<file path="config.mk">
export PLATFORM = sky130hd
export DESIGN_NAME = refill_engine
export DESIGN_NICKNAME = d
export VERILOG_FILES = /design/src/rtl/rfe_pkg.sv /design/src/rtl/rfe_lru.sv /design/src/rtl/rfe_tags.sv /design/src/rtl/rfe_ctrl.sv /design/src/rtl/refill_engine.sv
export SDC_FILE = /design/constraint.sdc
export NUM_CORES = 2
export LEC_CHECK = 0
export BUFFER_PORTS_ARGS = -buffer_cell sky130_fd_sc_hd__buf_2
export CAP_MARGIN = 10
export CORE_ASPECT_RATIO = 0.75
export CORE_MARGIN = 3
export CORE_UTILIZATION = 55
export DETAILED_ROUTE_END_ITERATION = 16
export GPL_TIMING_DRIVEN = 0
export PLACE_DENSITY = 0.73
export SETUP_SLACK_MARGIN = 0.4
export SYNTH_ARGS = -nofsm -noshare
export SYNTH_HDL_FRONTEND = slang
export SYNTH_HIERARCHICAL = 1
export SYNTH_SLANG_ARGS = --single-unit
</file>
<file path="constraint.sdc">
create_clock -name clk -period 13.3 [get_ports clk]
set_input_delay 1.995 -clock clk [delete_from_list [all_inputs] [get_ports clk]]
set_output_delay 1.995 -clock clk [all_outputs]
set_load 0.01 [all_outputs]
</file>
<file path="src/rtl/rfe_pkg.sv">
package rfe_pkg;
  typedef enum logic [2:0] {
    ST_IDLE,
    ST_CAST,
    ST_WAIT,
    ST_ISSUE,
    ST_FILL
  } fsm_t;
endpackage

</file>
<file path="src/rtl/rfe_lru.sv">
module rfe_lru #(
  parameter int SETS = 16,
  parameter int WAYS = 4,
  localparam int SET_W = $clog2(SETS),
  localparam int WAY_W = $clog2(WAYS),
  localparam int PAIRS = WAYS * (WAYS - 1) / 2
) (
  input  logic             clk,
  input  logic             rst_n,
  input  logic             a_en,
  input  logic [SET_W-1:0] a_set,
  input  logic [WAY_W-1:0] a_way,
  input  logic             b_en,
  input  logic [SET_W-1:0] b_set,
  input  logic [WAY_W-1:0] b_way,
  input  logic [SET_W-1:0] q_set,
  output logic [WAY_W-1:0] q_oldest
);
  // Pair bit (i,j), i<j: 1 when way i was used more recently than way j.
  logic [PAIRS-1:0] order_q [SETS];

  function automatic logic [PAIRS-1:0] make_newest(input logic [PAIRS-1:0] m,
                                                   input logic [WAY_W-1:0] w);
    logic [PAIRS-1:0] r;
    int p;
    r = m;
    p = 0;
    for (int i = 0; i < WAYS; i++) begin
      for (int j = i + 1; j < WAYS; j++) begin
        if (i == int'(w)) r[p] = 1'b1;
        else if (j == int'(w)) r[p] = 1'b0;
        p = p + 1;
      end
    end
    return r;
  endfunction

  function automatic logic [WAY_W-1:0] pick_oldest(input logic [PAIRS-1:0] m);
    logic [WAYS-1:0] cand;
    logic [WAY_W-1:0] r;
    int p;
    cand = '1;
    p = 0;
    for (int i = 0; i < WAYS; i++) begin
      for (int j = i + 1; j < WAYS; j++) begin
        if (m[p]) cand[i] = 1'b0;
        else cand[j] = 1'b0;
        p = p + 1;
      end
    end
    r = '0;
    for (int k = WAYS - 1; k >= 0; k--) begin
      if (cand[k]) r = WAY_W'(k);
    end
    return r;
  endfunction

  // Port a serves hits, port b serves refill completion; the controller keeps
  // them on different sets whenever both fire.
  for (genvar s = 0; s < SETS; s++) begin : g_set
    always_ff @(posedge clk) begin
      if (!rst_n) order_q[s] <= '0;
      else if (b_en && b_set == SET_W'(s)) order_q[s] <= make_newest(order_q[s], b_way);
      else if (a_en && a_set == SET_W'(s)) order_q[s] <= make_newest(order_q[s], a_way);
    end
  end

  assign q_oldest = pick_oldest(order_q[q_set]);
endmodule

</file>
<file path="src/rtl/rfe_tags.sv">
module rfe_tags #(
  parameter int SETS = 16,
  parameter int WAYS = 4,
  parameter int TAG_W = 23,
  localparam int SET_W = $clog2(SETS),
  localparam int WAY_W = $clog2(WAYS)
) (
  input  logic             clk,
  input  logic             rst_n,
  input  logic [SET_W-1:0] q_set,
  output logic [TAG_W-1:0] q_tag [WAYS],
  output logic [WAYS-1:0]  q_valid,
  output logic [WAYS-1:0]  q_dirty,
  input  logic             mark_en,
  input  logic [WAY_W-1:0] mark_way,
  input  logic             kill_en,
  input  logic [WAY_W-1:0] kill_way,
  input  logic             inst_en,
  input  logic [SET_W-1:0] inst_set,
  input  logic [WAY_W-1:0] inst_way,
  input  logic [TAG_W-1:0] inst_tag,
  input  logic             inst_dirty
);
  logic [TAG_W-1:0] tag_q   [SETS][WAYS];
  logic [WAYS-1:0]  valid_q [SETS];
  logic [WAYS-1:0]  dirty_q [SETS];

  for (genvar s = 0; s < SETS; s++) begin : g_set
    for (genvar w = 0; w < WAYS; w++) begin : g_way
      logic here_q, here_i, here_k;
      assign here_q = (q_set == SET_W'(s));
      assign here_i = inst_en && inst_set == SET_W'(s) && inst_way == WAY_W'(w);
      assign here_k = kill_en && here_q && kill_way == WAY_W'(w);

      always_ff @(posedge clk) begin
        if (!rst_n) begin
          tag_q[s][w]   <= '0;
          valid_q[s][w] <= 1'b0;
          dirty_q[s][w] <= 1'b0;
        end else if (here_k) begin
          valid_q[s][w] <= 1'b0;
          dirty_q[s][w] <= 1'b0;
        end else if (here_i) begin
          tag_q[s][w]   <= inst_tag;
          valid_q[s][w] <= 1'b1;
          dirty_q[s][w] <= inst_dirty;
        end else if (mark_en && here_q && mark_way == WAY_W'(w)) begin
          dirty_q[s][w] <= 1'b1;
        end
      end
    end
  end

  always_comb begin
    for (int w = 0; w < WAYS; w++) q_tag[w] = tag_q[q_set][w];
    q_valid = valid_q[q_set];
    q_dirty = dirty_q[q_set];
  end
endmodule

</file>
<file path="src/rtl/rfe_ctrl.sv">
module rfe_ctrl
  import rfe_pkg::*;
#(
  parameter int ADDR_W = 32,
  parameter int SETS = 16,
  parameter int WAYS = 4,
  parameter int BEATS = 4,
  parameter int BEAT_BYTES = 8,
  localparam int SET_W = $clog2(SETS),
  localparam int WAY_W = $clog2(WAYS),
  localparam int OFF_W = $clog2(BEATS * BEAT_BYTES),
  localparam int TAG_W = ADDR_W - OFF_W - SET_W,
  localparam int CNT_W = $clog2(BEATS)
) (
  input  logic              clk,
  input  logic              rst_n,
  input  logic              req_valid,
  output logic              req_ready,
  input  logic [ADDR_W-1:0] req_addr,
  input  logic              req_store,
  output logic              resp_valid,
  output logic              resp_hit,
  output logic [WAY_W-1:0]  resp_way,
  output logic              cast_valid,
  input  logic              cast_ready,
  output logic [ADDR_W-1:0] cast_addr,
  output logic [WAY_W-1:0]  cast_way,
  input  logic              remote_hold,
  output logic              rd_valid,
  input  logic              rd_ready,
  output logic [ADDR_W-1:0] rd_addr,
  input  logic              beat_valid,
  output logic              beat_ready,
  output logic [CNT_W-1:0]  beat_idx,
  output logic [WAY_W-1:0]  fill_way,
  output logic              fill_done,
  output logic [SET_W-1:0]  look_set,
  input  logic [TAG_W-1:0]  q_tag [WAYS],
  input  logic [WAYS-1:0]   q_valid,
  input  logic [WAYS-1:0]   q_dirty,
  input  logic [WAY_W-1:0]  lru_way,
  output logic              touch_en,
  output logic [WAY_W-1:0]  touch_way,
  output logic              mark_en,
  output logic              kill_en,
  output logic [WAY_W-1:0]  kill_way,
  output logic              inst_en,
  output logic [SET_W-1:0]  inst_set,
  output logic [WAY_W-1:0]  inst_way,
  output logic [TAG_W-1:0]  inst_tag,
  output logic              inst_dirty
);
  fsm_t             st_q;
  logic [SET_W-1:0] cur_set_q;
  logic [TAG_W-1:0] cur_tag_q, old_tag_q;
  logic [WAY_W-1:0] cur_way_q;
  logic             cur_store_q;
  logic [CNT_W-1:0] cnt_q;

  logic [TAG_W-1:0] look_tag;
  logic             hit, any_inv, acc, acc_miss;
  logic [WAY_W-1:0] hit_way, inv_way, victim;
  logic             unused_off;

  assign look_set   = req_addr[OFF_W +: SET_W];
  assign look_tag   = req_addr[ADDR_W-1 -: TAG_W];
  assign unused_off = ^req_addr[OFF_W-1:0];

  always_comb begin
    hit     = 1'b0;
    hit_way = '0;
    any_inv = 1'b0;
    inv_way = '0;
    for (int w = 0; w < WAYS; w++) begin
      if (q_valid[w] && q_tag[w] == look_tag) begin
        hit     = 1'b1;
        hit_way = WAY_W'(w);
      end
    end
    for (int w = WAYS - 1; w >= 0; w--) begin
      if (!q_valid[w]) begin
        any_inv = 1'b1;
        inv_way = WAY_W'(w);
      end
    end
  end

  assign victim    = any_inv ? inv_way : lru_way;
  assign req_ready = (st_q == ST_IDLE) || (look_set != cur_set_q && hit);
  assign acc       = req_valid && req_ready;
  assign acc_miss  = acc && !hit;

  assign touch_en  = acc && hit;
  assign touch_way = hit_way;
  assign mark_en   = acc && hit && req_store;
  assign kill_en   = acc_miss;
  assign kill_way  = victim;

  assign fill_done  = (st_q == ST_FILL) && beat_valid && cnt_q == CNT_W'(BEATS - 1);
  assign inst_en    = fill_done;
  assign inst_set   = cur_set_q;
  assign inst_way   = cur_way_q;
  assign inst_tag   = cur_tag_q;
  assign inst_dirty = cur_store_q;

  assign cast_valid = (st_q == ST_CAST);
  assign cast_addr  = {old_tag_q, cur_set_q, OFF_W'(0)};
  assign cast_way   = cur_way_q;
  assign rd_valid   = (st_q == ST_ISSUE);
  assign rd_addr    = {cur_tag_q, cur_set_q, OFF_W'(0)};
  assign beat_ready = (st_q == ST_FILL);
  assign beat_idx   = cnt_q;
  assign fill_way   = cur_way_q;

  always_ff @(posedge clk) begin
    if (!rst_n) begin
      st_q        <= ST_IDLE;
      cur_set_q   <= '0;
      cur_tag_q   <= '0;
      old_tag_q   <= '0;
      cur_way_q   <= '0;
      cur_store_q <= 1'b0;
      cnt_q       <= '0;
      resp_valid  <= 1'b0;
      resp_hit    <= 1'b0;
      resp_way    <= '0;
    end else begin
      resp_valid <= acc;
      if (acc) begin
        resp_hit <= hit;
        resp_way <= hit ? hit_way : victim;
      end
      case (st_q)
        ST_IDLE: if (acc_miss) begin
          cur_set_q   <= look_set;
          cur_tag_q   <= look_tag;
          old_tag_q   <= q_tag[victim];
          cur_way_q   <= victim;
          cur_store_q <= req_store;
          st_q        <= (q_valid[victim] && q_dirty[victim]) ? ST_CAST : ST_WAIT;
        end
        ST_CAST:  if (cast_ready) st_q <= ST_WAIT;
        ST_WAIT:  if (!remote_hold) st_q <= ST_ISSUE;
        ST_ISSUE: if (rd_ready) begin
          st_q  <= ST_FILL;
          cnt_q <= '0;
        end
        ST_FILL: if (beat_valid) begin
          cnt_q <= cnt_q + 1'b1;
          if (fill_done) st_q <= ST_IDLE;
        end
        default: st_q <= ST_IDLE;
      endcase
    end
  end
endmodule

</file>
<file path="src/rtl/refill_engine.sv">
module refill_engine #(
  parameter int ADDR_W = 32,
  parameter int SETS = 16,
  parameter int WAYS = 4,
  parameter int BEATS = 4,
  parameter int BEAT_BYTES = 8,
  localparam int SET_W = $clog2(SETS),
  localparam int WAY_W = $clog2(WAYS),
  localparam int OFF_W = $clog2(BEATS * BEAT_BYTES),
  localparam int TAG_W = ADDR_W - OFF_W - SET_W,
  localparam int CNT_W = $clog2(BEATS)
) (
  input  logic              clk,
  input  logic              rst_n,
  input  logic              req_valid,
  output logic              req_ready,
  input  logic [ADDR_W-1:0] req_addr,
  input  logic              req_store,
  output logic              resp_valid,
  output logic              resp_hit,
  output logic [WAY_W-1:0]  resp_way,
  output logic              cast_valid,
  input  logic              cast_ready,
  output logic [ADDR_W-1:0] cast_addr,
  output logic [WAY_W-1:0]  cast_way,
  input  logic              remote_hold,
  output logic              rd_valid,
  input  logic              rd_ready,
  output logic [ADDR_W-1:0] rd_addr,
  input  logic              beat_valid,
  output logic              beat_ready,
  output logic [CNT_W-1:0]  beat_idx,
  output logic [WAY_W-1:0]  fill_way,
  output logic              fill_done
);
  logic [SET_W-1:0] look_set, inst_set;
  logic [TAG_W-1:0] q_tag [WAYS];
  logic [WAYS-1:0]  q_valid, q_dirty;
  logic [WAY_W-1:0] lru_way, touch_way, kill_way, inst_way;
  logic [TAG_W-1:0] inst_tag;
  logic             touch_en, mark_en, kill_en, inst_en, inst_dirty;

  rfe_ctrl #(
    .ADDR_W(ADDR_W), .SETS(SETS), .WAYS(WAYS), .BEATS(BEATS), .BEAT_BYTES(BEAT_BYTES)
  ) u_ctrl (
    .clk(clk), .rst_n(rst_n),
    .req_valid(req_valid), .req_ready(req_ready), .req_addr(req_addr), .req_store(req_store),
    .resp_valid(resp_valid), .resp_hit(resp_hit), .resp_way(resp_way),
    .cast_valid(cast_valid), .cast_ready(cast_ready), .cast_addr(cast_addr), .cast_way(cast_way),
    .remote_hold(remote_hold),
    .rd_valid(rd_valid), .rd_ready(rd_ready), .rd_addr(rd_addr),
    .beat_valid(beat_valid), .beat_ready(beat_ready), .beat_idx(beat_idx),
    .fill_way(fill_way), .fill_done(fill_done),
    .look_set(look_set), .q_tag(q_tag), .q_valid(q_valid), .q_dirty(q_dirty),
    .lru_way(lru_way), .touch_en(touch_en), .touch_way(touch_way),
    .mark_en(mark_en), .kill_en(kill_en), .kill_way(kill_way),
    .inst_en(inst_en), .inst_set(inst_set), .inst_way(inst_way),
    .inst_tag(inst_tag), .inst_dirty(inst_dirty)
  );

  rfe_tags #(.SETS(SETS), .WAYS(WAYS), .TAG_W(TAG_W)) u_tags (
    .clk(clk), .rst_n(rst_n),
    .q_set(look_set), .q_tag(q_tag), .q_valid(q_valid), .q_dirty(q_dirty),
    .mark_en(mark_en), .mark_way(touch_way),
    .kill_en(kill_en), .kill_way(kill_way),
    .inst_en(inst_en), .inst_set(inst_set), .inst_way(inst_way),
    .inst_tag(inst_tag), .inst_dirty(inst_dirty)
  );

  rfe_lru #(.SETS(SETS), .WAYS(WAYS)) u_lru (
    .clk(clk), .rst_n(rst_n),
    .a_en(touch_en), .a_set(look_set), .a_way(touch_way),
    .b_en(inst_en), .b_set(inst_set), .b_way(inst_way),
    .q_set(look_set), .q_oldest(lru_way)
  );
endmodule

</file>
==> reports/qor.csv <==
stage,metric,value,unit
cts,Clock Tree Buf Depth,3,
place,IO Port Bufs,80,
place,gpl congestion,1.016,
sta,setup violators final,0,
setup_path,critical path launch point type,input pin,
floorplan,Die W,459.5,microns
drt,DRT met1 WL,118.7,mm
synthesis,number of synthesized flops with an enable pin,1694,
place,Post-DP Area,90210,sq um
floorplan,Die ar.,159000,sq um
setup_path,crit end category,flip-flop,
sta,Max Clock Skew,67.16,ps
setup_path,Worst Path Arrival,11620,ps
sta,count of final hold-check violations,0,
global_routing,initial antenna violation count,24,
finish,Area Growth Syn to Fin,12.73,%
place,DP Cell Count,8231,
synthesis,Mapped Area,84820,sq um
pwr,Pwr Density,129.7,nW/um^2
global_routing,vias in the first global route,56670,
cts,clock sink count,1758,
setup_path,CP max-delay cell,nor2_1,
sta,Final Max Tran Viols,0,
worst_hold_path,hold depth,2,
cts,CTS tree,yes,
global_routing,first-pass GRT wire length,445.6,mm
cts,CTS Buf Count,170,
drt,Avg WL per Cell,37.76,microns
synthesis,Synth cell types,72,
global_routing,largest net degree at the start of global routing,24,
cts,H-tree depth,4,
pwr,Pleak,0.03355,uW
finish,Non-Filler Instances,8555,
flow_run,max-cap violations,0,
cts,Clock Latency Late Sink,850,ps
synthesis,Yosys Warn Count,6,
floorplan,Die Y,346.1,microns
cts,postcts setup bufs,0,
synthesis,most frequent cell after synthesis,edfxtp_1,
floorplan,Initial Util,0.5550,
synthesis,Async SR Flop Fraction,0,
sta,worst slew pin tran,1419,ps
sta,post-route setup slack,2246,ps
synthesis,sequential fraction of the synthesis area,0.6148,
finish,fillers,11380,
setup_path,critical path depth,22,
drt,initial drt markers,11290,
sta,fin crit period,11050,ps
floorplan,row cnt,124,
drt,met3 wire length,54.90,mm
finish,Final nets,6438,
synthesis,top-area cell type share of the netlist area,0.5997,
floorplan,core area,152800,sq um
drt,Routed Antenna Nets,0,
cts,Clock Pin Slew Worst Setup and Hold Paths,60,ps
floorplan,I/O Pins,119,
drt,Top Metal Used,met5,
drt,DR vias/cell,6.966,
setup_path,worst r2r path cells,16,
cts,hold-fix buffers at CTS,0,
global_routing,Overall Global Routing Usage,0.4048,
worst_hold_path,HP Class,reg2reg,
sta,"Period Utilization, post-route",0.8311,
cts,Resize count post-CTS,0,
drt,met2 routed WL,131.0,mm
drt,Vias,59590,
place,hpwl dp,250.6,mm
finish,final instance area,95610,sq um
outcome,status,"finished, final reports clean",
sta,Worst slew margin,0.04860,
setup_path,critical path class,in2reg,
synthesis,Yosys top cell by area,edfxtp_1,
setup_path,CP Cell Sequence,buf_2 > buf_4 > buf_2 > nor2b_1 > clkbuf_1 > clkbuf_1 > clkbuf_1 > a22oi_1 > nand2_1 > xor2_1 > nor4_1 > nand3_1 > nand4_2 > buf_2 > nor2_1 > nand3b_1 > buf_4 > nor3_1 > nor3_1 > buf_2 > clkbuf_1 > and2_1,
setup_path,critical path's top delay family,buffers and inverters,
drt,WL final,323.0,mm
sta,Achievable Freq,90.46,MHz
drt,drt drc,0,
pwr,Peak VDD IR,0.0001409,V
synthesis,#FFs+latches synth,1758,
sta,setup TNS,0,ps
place,pre-CTS setup slack,2300,ps
synthesis,most frequent cells after synthesis,"1694 x edfxtp_1, 1479 x and2_1, 449 x clkbuf_1",
global_routing,total congestion overflow,0,
synthesis,Synth area leaders,"edfxtp_1 60%, mux4_2 12%, and2_1 11%, clkbuf_1 2.0%, a22oi_1 1.8%",
synthesis,dominant synthesized flop cell,edfxtp_1,
setup_path,crit-path max cell delay,950,ps
sta,RSZ-0062 raised after global routing,false,
drt,Pre-Repair DR Iteration Count,6,
setup_path,"Req. time, crit path",13860,ps
sta,worst hold margin,480.2,ps
synthesis,Mapped Cells,6038,
setup_path,crit path max fanout,11,
setup_path,WP buf/inv,10,
finish,layout cells sized above 1,0.1823,
cts,CTS Root Cell,clkbuf_16,
synthesis,syn avg cell area,14.05,sq um
## kinds of logic (layout without fill, tap and decap cells)
group,Yosys count,in the layout,synth area share
AND/OR/NAND/NOR,2237,2237,0.1534
flip-flops,1758,1758,0.6148
AO/OA/AOI/OAI,791,791,0.06473
buffers and inverters,699,1179,0.03627
multiplexers,447,447,0.1191
XOR/XNOR,96,96,0.01036
adder cells (fa/ha/maj),9,9,0.001328
other,1,22,0.00004421
## placed cells by master (no fill, tap or decap), types with 64 or more instances in the layout
cell,Yosys,routed
a21oi_1,124,124
a22oi_1,205,205
and2_1,1479,1479
buf_2,123,206
clkbuf_1,449,489
clkbuf_16,0,174
dfxtp_1,64,64
edfxtp_1,1694,1694
mux4_2,438,438
nand2_1,317,317
nand3_1,126,126
nor2_1,66,66
nor3_1,89,65
nor3_2,50,74
o211ai_1,78,78
o21ai_4,0,64
o221ai_1,82,82
o22ai_1,97,97
## stage by stage
step                      total power, uW  utilization
after floorplan                      7056            -
after global placement               7626       0.5744
after detailed placement             7678       0.5903
after CTS                           12350       0.6253
after global routing                12640       0.6255
final                               12400       0.6257
## final timing paths
kind,endpoint,from,slack [ps]
setup reg to reg,u_tags/tag_q[8][81],u_tags/tag_q[11][45],5660
hold reg to reg,u_ctrl/old_tag_q[11],u_ctrl/old_tag_q[11],480
setup / recovery,u_tags/tag_q[8][81],req_addr[8],2250
hold / removal,u_ctrl/old_tag_q[11],u_ctrl/old_tag_q[11],480
## routing by layer
| metal | vias to the layer above | global-route usage |
|---|---|---|
| li1 | 23400 | - |
| met1 | 29930 | 0.5801 |
| met2 | 5518 | 0.5466 |
| met3 | 735 | 0.1520 |
| met4 | 4 | 0.1922 |
| met5 | - | 0 |
## cell type report
type	instances	area, sq um	area share
diodes	12	30.03	0.0003141
plain buffers	681	3012	0.03150
clock buffers	222	4614	0.04826
clock inverters	88	733.2	0.007668
inverters	18	67.56	0.0007066
multi-input cells	3590	30470	0.3187
flip-flops and latches	1758	52150	0.5454
well taps	2016	2522	0.02638
repair buffers	170	2017	0.02109
## sequential cells by signal, indices dropped and copies added, names as in the netlist
| register | flops |
|---|---|
| u_tags/dirty_q | 64 |
| u_ctrl/inst_tag | 23 |
| u_tags/valid_q | 64 |
| u_ctrl/resp_valid | 1 |
| u_ctrl/beat_idx | 2 |
| u_ctrl/cast_way | 2 |
| u_ctrl/resp_way | 2 |
| u_ctrl/resp_hit | 1 |
| u_tags/tag_q | 1472 |
| u_lru/order_q | 96 |
| u_ctrl/inst_set | 4 |
| u_ctrl/inst_dirty | 1 |
| u_ctrl/st_q | 3 |
| u_ctrl/old_tag_q | 23 |
## worst reg2reg max path, delay by kind of cell (launching register included)
| family | cells | cell delay (ps) |
|---|---|---|
| AOI/OAI and AO/OA | 1 | 380 |
| xor gates and xnor gates | 1 | 710 |
| buffers and inverters | 4 | 1510 |
| DFF | 1 | 380 |
| muxes | 1 | 490 |
| and+or+nand+nor | 9 | 3910 |
## report_power, final
group / internal, uW / switching, uW
clock: 2610 / 2170
sequential: 6230 / 69.5
combinational: 396 / 922
Power figures use the tool's default switching activity.
